`config.mk`:
```
export PLATFORM = sky130hd
export DESIGN_NAME = hpix_clkgen
export DESIGN_NICKNAME = d
export VERILOG_FILES = /design/src/rtl/hpix_pkg.sv /design/src/rtl/hpix_halftimer.sv /design/src/rtl/hpix_pixcounter.sv /design/src/rtl/hpix_clkgen.sv
export SDC_FILE = /design/constraint.sdc
export NUM_CORES = 1
export LEC_CHECK = 0
export BUFFER_PORTS_ARGS = -buffer_cell sky130_fd_sc_hd__buf_4
export CAP_MARGIN = 20
export CORE_MARGIN = 4
export CORE_UTILIZATION = 30
export CTS_BUF_LIST = sky130_fd_sc_hd__clkbuf_4
export DETAILED_ROUTE_END_ITERATION = 7
export PLACE_DENSITY = 0.5
export SLEW_MARGIN = 0
export SYNTH_ARGS = -nofsm -noshare
export SYNTH_HDL_FRONTEND = slang
export SYNTH_SLANG_ARGS = --single-unit
```
`constraint.sdc`:
```
create_clock -name clk -period 2.8 [get_ports clk]
set_clock_uncertainty 0.1 [all_clocks]
set_input_delay 0.14 -clock clk [delete_from_list [all_inputs] [get_ports clk]]
set_output_delay 0.14 -clock clk [all_outputs]
set_load 0.005 [all_outputs]
```
`src/rtl/hpix_pkg.sv`:
```
// Package: shared state encoding for the horizontal pixel clock generator.
// Assumes nothing beyond IEEE 1800-2017 enum support.
package hpix_pkg;
    typedef enum logic [1:0] {
        ST_IDLE = 2'd0,
        ST_LEAD = 2'd1,
        ST_RUN  = 2'd2,
        ST_DONE = 2'd3
    } hpix_state_e;
endpackage

```
`src/rtl/hpix_halftimer.sv`:
```
// Half-period timer: counts system clocks inside one phase half and flags
// the last cycle and the sampling midpoint. Assumes limit >= 2 while run is high.
module hpix_halftimer #(
    parameter int CNT_W = 8
) (
    input  logic             clk,
    input  logic             rst_n,
    input  logic             run,
    input  logic [CNT_W-1:0] limit,
    output logic             end_tick,
    output logic             mid_tick
);
    logic [CNT_W-1:0] cnt_q;

    assign end_tick = run && (cnt_q == limit - 1'b1);
    assign mid_tick = run && (cnt_q == {1'b0, limit[CNT_W-1:1]});

    // Count up while running, wrap at the end of the half, hold zero otherwise.
    always_ff @(posedge clk) begin
        if (!rst_n || !run || end_tick) cnt_q <= '0;
        else                            cnt_q <= cnt_q + 1'b1;
    end

    // the counter never passes the programmed limit while running.
    a_r8_cnt_bound: assert property (@(posedge clk) disable iff (!rst_n)
        run |-> (cnt_q < limit));
endmodule

```
`src/rtl/hpix_pixcounter.sv`:
```
// Pixel counter: holds the current pixel index, reports the last pixel of the
// line and the reference slot. Assumes last_idx >= ref index.
module hpix_pixcounter #(
    parameter int PIX_W      = 12,
    parameter int ACTIVE_PIX = 1024
) (
    input  logic             clk,
    input  logic             rst_n,
    input  logic             clear,
    input  logic             adv,
    input  logic [PIX_W-1:0] last_idx,
    output logic [PIX_W-1:0] idx,
    output logic             is_last,
    output logic             is_ref
);
    localparam logic [PIX_W-1:0] REF_IDX = PIX_W'(ACTIVE_PIX);

    logic [PIX_W-1:0] idx_q;

    assign idx     = idx_q;
    assign is_last = (idx_q == last_idx);
    assign is_ref  = (idx_q == REF_IDX);

    // Reset to zero at line start, step by one at each pixel boundary.
    always_ff @(posedge clk) begin
        if (!rst_n || clear) idx_q <= '0;
        else if (adv)        idx_q <= idx_q + 1'b1;
    end

    // the index only ever moves up by one.
    a_r5_step_one: assert property (@(posedge clk) disable iff (!rst_n || clear)
        adv |=> (idx_q == $past(idx_q) + 1'b1));
endmodule

```
`src/rtl/hpix_clkgen.sv`:
```
// Horizontal pixel clock generator for one quadrant. Sequences line-sync,
// two complementary phases with mirrors, a per-pixel strobe, pixel index,
// reference-slot flag and a line-done pulse. Settings are latched at start.
// Assumes ACTIVE_PIX + extra_pix fits in PIX_W bits.
module hpix_clkgen
    import hpix_pkg::*;
#(
    parameter int CNT_W      = 8,
    parameter int PIX_W      = 12,
    parameter int ACTIVE_PIX = 1024
) (
    input  logic             clk,
    input  logic             rst_n,
    input  logic             start,
    input  logic [CNT_W-1:0] half_period,
    input  logic [PIX_W-1:0] extra_pix,
    output logic             line_sync,
    output logic             phase_a,
    output logic             phase_b,
    output logic             phase_a_mir,
    output logic             phase_b_mir,
    output logic             pix_strobe,
    output logic [PIX_W-1:0] pix_idx,
    output logic             ref_flag,
    output logic             line_done
);
    localparam logic [CNT_W-1:0] MIN_HALF  = CNT_W'(2);
    localparam logic [PIX_W-1:0] LAST_BASE = PIX_W'(ACTIVE_PIX - 1);

    hpix_state_e      st_q;
    logic             low_half_q;
    logic [CNT_W-1:0] h_lat_q;
    logic [PIX_W-1:0] last_lat_q;
    logic             run, end_tick, mid_tick;
    logic             is_last, is_ref, pix_adv, accept;

    assign run     = (st_q == ST_LEAD) || (st_q == ST_RUN);
    assign accept  = (st_q == ST_IDLE) && start;
    assign pix_adv = (st_q == ST_RUN) && low_half_q && end_tick && !is_last;

    hpix_halftimer #(.CNT_W(CNT_W)) u_timer (
        .clk(clk), .rst_n(rst_n), .run(run), .limit(h_lat_q),
        .end_tick(end_tick), .mid_tick(mid_tick)
    );

    hpix_pixcounter #(.PIX_W(PIX_W), .ACTIVE_PIX(ACTIVE_PIX)) u_pix (
        .clk(clk), .rst_n(rst_n), .clear(accept), .adv(pix_adv),
        .last_idx(last_lat_q), .idx(pix_idx), .is_last(is_last), .is_ref(is_ref)
    );

    // Capture clamped half-period and last pixel index when a line is accepted.
    always_ff @(posedge clk) begin
        if (!rst_n) begin
            h_lat_q    <= MIN_HALF;
            last_lat_q <= LAST_BASE + 1'b1;
        end else if (accept) begin
            h_lat_q    <= (half_period < MIN_HALF) ? MIN_HALF : half_period;
            last_lat_q <= LAST_BASE + ((extra_pix == '0) ? PIX_W'(1) : extra_pix);
        end
    end

    // Line sequencer: idle, lead-in half, pixel halves, done pulse.
    always_ff @(posedge clk) begin
        if (!rst_n) begin
            st_q       <= ST_IDLE;
            low_half_q <= 1'b0;
        end else begin
            case (st_q)
                ST_IDLE: if (start) st_q <= ST_LEAD;
                ST_LEAD: if (end_tick) begin
                    st_q       <= ST_RUN;
                    low_half_q <= 1'b0;
                end
                ST_RUN: if (end_tick) begin
                    low_half_q <= !low_half_q;
                    if (low_half_q && is_last) st_q <= ST_DONE;
                end
                default: st_q <= ST_IDLE;
            endcase
        end
    end

    // Output decode from registered state.
    always_comb begin
        line_sync  = run;
        phase_a    = (st_q == ST_RUN) && !low_half_q;
        pix_strobe = (st_q == ST_RUN) && low_half_q && mid_tick;
        ref_flag   = (st_q == ST_RUN) && is_ref;
        line_done  = (st_q == ST_DONE);
    end

    // Mirrored phase copies for the second pair of array clock pins.
    assign phase_b     = !phase_a;
    assign phase_a_mir = phase_a;
    assign phase_b_mir = phase_b;

    // line-sync may fall only after phase A has been low.
    a_r4_sync_fall: assert property (@(posedge clk) disable iff (!rst_n)
        $fell(line_sync) |-> !$past(phase_a));
    // line-done is a single-cycle pulse, followed by idle.
    a_r9_done_pulse: assert property (@(posedge clk) disable iff (!rst_n)
        line_done |=> (!line_done && !line_sync));
    // latched settings stay put while a line is running.
    a_r10_latch_stable: assert property (@(posedge clk) disable iff (!rst_n)
        (st_q != ST_IDLE) |=> ($stable(h_lat_q) && $stable(last_lat_q)));
    // the strobe only ever appears in the low half of a pixel.
    a_r7_strobe_low: assert property (@(posedge clk) disable iff (!rst_n)
        pix_strobe |-> (!phase_a && line_sync));
    // the effective half-period is never below two.
    a_r8_min_half: assert property (@(posedge clk) disable iff (!rst_n)
        run |-> (h_lat_q >= MIN_HALF));
endmodule

```
## Word level (Yosys, flattened, before mapping)

Index checks and enable logic that the tools add are counted.
Widths: inputs -> output; s select.

| storage, ports and cells | value |
|---|---|
| logic and storage cells | 56 |
| flip-flop bits (word level) | 43 |
| input bits | 23 |

| operators by class | value |
|---|---|
| eq/ne operators | 11 |
| $lt $le $gt $ge | 1 |
| multiplexer cells | 10 |
| reduce and logical (&&, ||, !) cells | 24 |
| add/sub/neg operators | 4 |

Operator list:

| kind | count |
|---|---|
| $add 10x12->12 const A | 1 |
| $add 12x1->12 const B | 1 |
| $eq 12x11->1 const B | 1 |
| $eq 12x12->1 | 1 |
| $logic_not 12->1 | 1 |
| $mux 12 | 1 |
| $logic_and 1x1->1 | 10 |
| $add 8x1->8 const B | 1 |
| $eq 8x7->1 | 1 |
| $eq 8x8->1 | 1 |
| $lt 8x2->1 const B | 1 |
| $mux 2 | 4 |
| $mux 8 | 1 |
| $sub 8x1->8 const B | 1 |
| $ne 2x2->1 const B | 3 |
| $pmux 2 s3 | 1 |
| $logic_not 1->1 | 5 |
| $eq 2x2->1 const B | 2 |
| $logic_or 1x1->1 | 4 |
| $reduce_and 4->1 | 1 |
| $reduce_and 3->1 | 1 |
| $eq 2x1->1 const B | 1 |
| $logic_not 2->1 | 1 |
| $mux 1 | 2 |
| 3 further kinds | 3 |

## Longest topological paths before layout

| depth | value |
|---|---|
| depth in word-level cells | 5 |
| mapped depth | 12 |

## Cells and area by module

Synthesis repeated with hierarchy kept, for this count alone.

| unflattened totals | value |
|---|---|
| cell total of the unflattened synthesis | 322 |
| area total of the unflattened synthesis | 2647.5 um^2 |

Modules (own cells, without submodules):

| module | times used | area an instance (um^2) | cells each | seq. area each (um^2) |
|---|---|---|---|---|
| hpix_clkgen | 1 | 1182.4 | 143 | 460.4 |
| hpix_pixcounter | 1 | 744.5 | 88 | 240.2 |
| hpix_halftimer | 1 | 720.7 | 91 | 160.2 |

## Worst setup path after synthesis

No wires, ideal clock.

| timing path | value |
|---|---|
| path kind | register to register |
| from | register h_lat_q[0] |
| to | register u_pix.idx_q[10] (netlist: u_pix.idx[10]) |
| clock period less this slack | 2666 ps |
| data required time | 2629 ps |
| arrival time | 2495 ps |
| buffers on the path | 2 |
| setup time | 71 ps |
| setup slack | 134 ps |
| stages on the path, launching flop included | 12 |
| cells stage by stage | dfxtp_1 -> inv_1 -> ha_1 -> nor3b_1 -> xor2_1 -> nand3_1 -> a311o_1 -> buf_6 -> nand2b_4 -> buf_6 -> or4_1 -> a21oi_1 |

| on the way | value |
|---|---|
| longest elaborated chain between the ends | 5 |

RTL lines:

| what | line | source |
|---|---|---|
| from (decl) | hpix_clkgen.sv:32 | `logic [CNT_W-1:0] h_lat_q;` |
| from (signal assigned) | hpix_clkgen.sv:57 | `h_lat_q <= (half_period < MIN_HALF) ? MIN_HALF : half_period;` |
| $sub 8x1->8 | hpix_halftimer.sv:15 | `assign end_tick = run && (cnt_q == limit - 1'b1);` |
| $eq 8x8->1 | hpix_halftimer.sv:15 |  |
| $logic_and 1x1->1 | hpix_halftimer.sv:15 |  |
| $logic_and 1x1->1 (2 in a row) | hpix_clkgen.sv:39 | `assign pix_adv = (st_q == ST_RUN) && low_half_q && end_tick && !is_last;` |
| to (signal assigned) | hpix_pixcounter.sv:27 | `else if (adv) idx_q <= idx_q + 1'b1;` |
| to (decl) | hpix_pixcounter.sv:18 | `logic [PIX_W-1:0] idx_q;` |

No other way between the ends.
A chain may end at the register's enable or synchronous reset.

## Final worst setup path

| timing path | value |
|---|---|
| from | register st_q[1] |
| to | output pix_strobe |

| on the way | value |
|---|---|
| longest elaborated chain between the ends | 4 |

RTL lines:

| what | line | source |
|---|---|---|
| from (decl) | hpix_clkgen.sv:30 | `hpix_state_e st_q;` |
| from (signal assigned) | hpix_clkgen.sv:65 | `st_q <= ST_IDLE;` |
| from (signal assigned) | hpix_clkgen.sv:69 | `ST_IDLE: if (start) st_q <= ST_LEAD;` |
| from (signal assigned) | hpix_clkgen.sv:71 | `st_q <= ST_RUN;` |
| $eq 2x1->1 or $eq 2x2->1 (tied branches) | hpix_clkgen.sv:37, hpix_clkgen.sv:87 |  |
| $logic_or 1x1->1 | hpix_clkgen.sv:37 | `assign run = (st_q == ST_LEAD) \|\| (st_q == ST_RUN);` |
| $logic_and 1x1->1 | hpix_halftimer.sv:16 | `assign mid_tick = run && (cnt_q == {1'b0, limit[CNT_W-1:1]});` |
| $logic_and 1x1->1 (*) | hpix_clkgen.sv:87 | `pix_strobe = (st_q == ST_RUN) && low_half_q && mid_tick;` |
| to (decl) | hpix_clkgen.sv:22 | `output logic pix_strobe,` |

Every way passes the cells marked *; elsewhere a longest branch is shown, timed or not.

==> results.md <==
* Outcome: finished, final reports clean
* Max Fclk at 370.7 MHz
* CP arrival at 2460 ps
* Grt total ovfl at 0
* TritonCTS clock tree: built
* Cell variety after synth at 49
* Largest family of logic cells by synthesized area: simple AND/OR/NAND/NOR gates
* Most frequent cells in the layout: buf_4 (54), dfxtp_1 (42), xnor2_1 (29)
* Relative slew slack at 55.11%
* Post-route insts no fill at 459
* Fin crit period at 2698 ps
* Max VDD drop at 0.0001813 V
* Post-synthesis mux area share at 1.204%
* Area after DPL at 2918 µm²
* CTS Buf Count at 5
* Kind of critical path: flop to output pin
* Vias in the first global route at 2150
* Final Wtd Congestion at 0.7716
* CTS sink count at 43
* Register bit count reported by yosys at 43
* XOR/XNOR share of the synthesized area at 15.80%
* Clock transition at the registers of the reported paths at 130 ps
* Detailed router's first-iteration violation count at 116
* Hold Crit Start: extra_pix[3]
* Overall Global Routing Usage at 13.27%
* Combinational share of power at 34.0%
* Internal cell power at 1177 µW
* Syn Area/Cell at 8.486 µm²
* Yosys top cell by area: dfxtp_1
* Floorplan Core Area at 7888 µm²
* Setup TNS at 0 ps
* 1st-pass router iterations at 4
* Setup ws final at 102.4 ps
* Top cell type's share of synthesized area at 34.50%
* H-tree Lvls at 2
* Mapped Nets at 326
* Boundary pin count at 43
* Die footprint at 9840 µm²
* Layout area overhead at 28.54%
* Commonest non-fill, non-tap cell in the layout: buf_4
* Final period util at 96.34%
* Final setup violation count at 0
* Main flop type after synthesis: dfxtp_1
* Overall power at 1769 µW
* Leak at 0.001249 µW
* Placed cell count at 430
* Sw Share at 33.45%
* Initial antenna violation count at 0
* Nature of the critical path endpoint: output pin
* # port buffers at 42
* Cell Pwr Density at 551.7 nW/µm²
* Row Count at 32
* DRC viols at 0
* Fin. Hold Viols at 0
* Largest net degree at the start of global routing at 23
* WL final at 6430 µm
* Asr flop ratio synth at 0%
* Die width at 99.20 µm
* Nets at 388
* Synth Cell Area at 2495 µm²
* EDFF count, synth at 0
* Psw at 591.7 µW
* Max-Cap Viols at 0
* Cells after synthesis at 294
* Yosys warns at 0
* Type of the most critical hold path: input pin to flop
* Die Y at 99.20 µm
* Seq pwr share at 43.4%
* RSZ-0062 raised after global routing: false
* Largest cells by area after synthesis: dfxtp_1 (35%), xnor2_1 (10%), xor2_1 (5.6%), ha_1 (4.5%), nand2_1 (4.2%)
* Place WS at 158.3 ps
* Worst Max-Slew Pin Slew at 668.2 ps
* HPWL after DPL at 4780 µm
* Synth Area in Adders at 4.514%
* Clock latency at the later pin of the worst-skew pair at 350 ps
* Clk pwr share at 22.6%
* DRT antenna net count at 0
* Vias at 2257
* Initial Utilization at 31.63%
* Share of layout cells above drive strength 1 at 19.66%
* Final instance area at 3207 µm²
* First-pass GRT wire length at 10730 µm
* Synth Area in Compound Gates at 12.64%
* Critical Path Source: st_q[1]
* Crit Path Max Fanout at 5
* Post-synthesis sequential area ratio at 34.50%
* Crit path launch type: flop
* Root Buffer: clkbuf_4
* Vias/cell at 4.917
* Final max-slew violation count at 0
* CP required at 2560 ps
* DR WL/cell at 14.01 µm
* Reg-to-reg startpoint: h_lat_q[2]
* Post-synthesis simple-gate area fraction at 26.18%
* Worst-case clock buffer depth at 2
==> layout make-up <==
| cell class | instances | area, µm² |
|---|---|---|
| Clock inverter | 1 | 30.03 |
| Tap cell | 102 | 127.6 |
| Inverter | 11 | 41.29 |
| Clock buffer | 6 | 45.04 |
| Fill cell | 798 | 4681 |
| Antenna cell | 1 | 2.502 |
| Timing Repair Buffer | 72 | 585.6 |
| Sequential cell | 43 | 862.1 |
| Multi-Input combinational cell | 223 | 1513 |
==> synth_stat cells, types with 7 or more instances <==
library cell	instances
or4_1	9
nand3_1	11
dfxtp_1	43
ha_1	9
a21oi_1	10
a22o_1	7
nor3_1	9
nor2_1	19
inv_1	11
nand2_1	28
o21ai_0	13
xor2_1	16
xnor2_1	29
clkbuf_1	12
==> routing by layer <==
layer,track usage (%),part of all wire [%]
met2,21.23,46
met4,3.466,1.3
met5,0,0
met1,18.41,50
met3,2.384,2.9
==> logic make-up after synthesis <==
family | Yosys count
fa+ha+maj | 9
compound gates | 48
buf+inv | 28
flops | 43
xor+xnor | 45
mux | 3
simple gates | 118
==> through the flow <==
step,hold slack [ps],utilization (%)
CTS,17.53,40.23
global placement,264.4,36.99
floorplan,161.7,-
detailed placement,265.3,36.99
global route,20.95,40.63
finish,26.26,40.66
==> power by group through the flow <==
stage          combinational (µW)  clock, µW  sequential (µW)
2_1_floorplan                 394          0              759
3_3_place_gp                  582          0              780
3_5_place_dp                  580          0              781
4_1_cts                       606        415              766
5_1_grt                       670        441              778
6_report                      602        400              767
==> worst paths after layout <==
| kind | end | slack [ps] | cells past startpoint |
|---|---|---|---|
| worst max register to register | u_pix.idx[6] | 170 | 7 |
| worst min-delay path | last_lat_q[3] | 30 | 3 |
| worst min register to register | last_lat_q[2] | 390 | 2 |
| worst max-delay path | pix_strobe | 100 | 6 |
==> timing repair <==
item | in CTS | in global routing
endpoints found under the setup margin | 0 | 5
setup buffers | 0 | 3
hold buffers | 18 | 0
resized for setup | 0 | 3
endpoints found under the hold margin | 20 | 0
==> registers in the layout, summed over array words and instances, names as in the netlist <==
name           count
u_pix.idx         12
low_half_q         1
h_lat_q            8
u_timer.cnt_q      8
last_lat_q        12
st_q               2
==> worst max-delay path, cell delays in order, from the launching register on <==
cell and delay, ps:
dfxtp_1 440, inv_1 90, ha_1 330, buf_4 150, or4b_2 580, nor4_1 350, buf_4 170
Note: power is estimated with default switching activity, not from simulation.
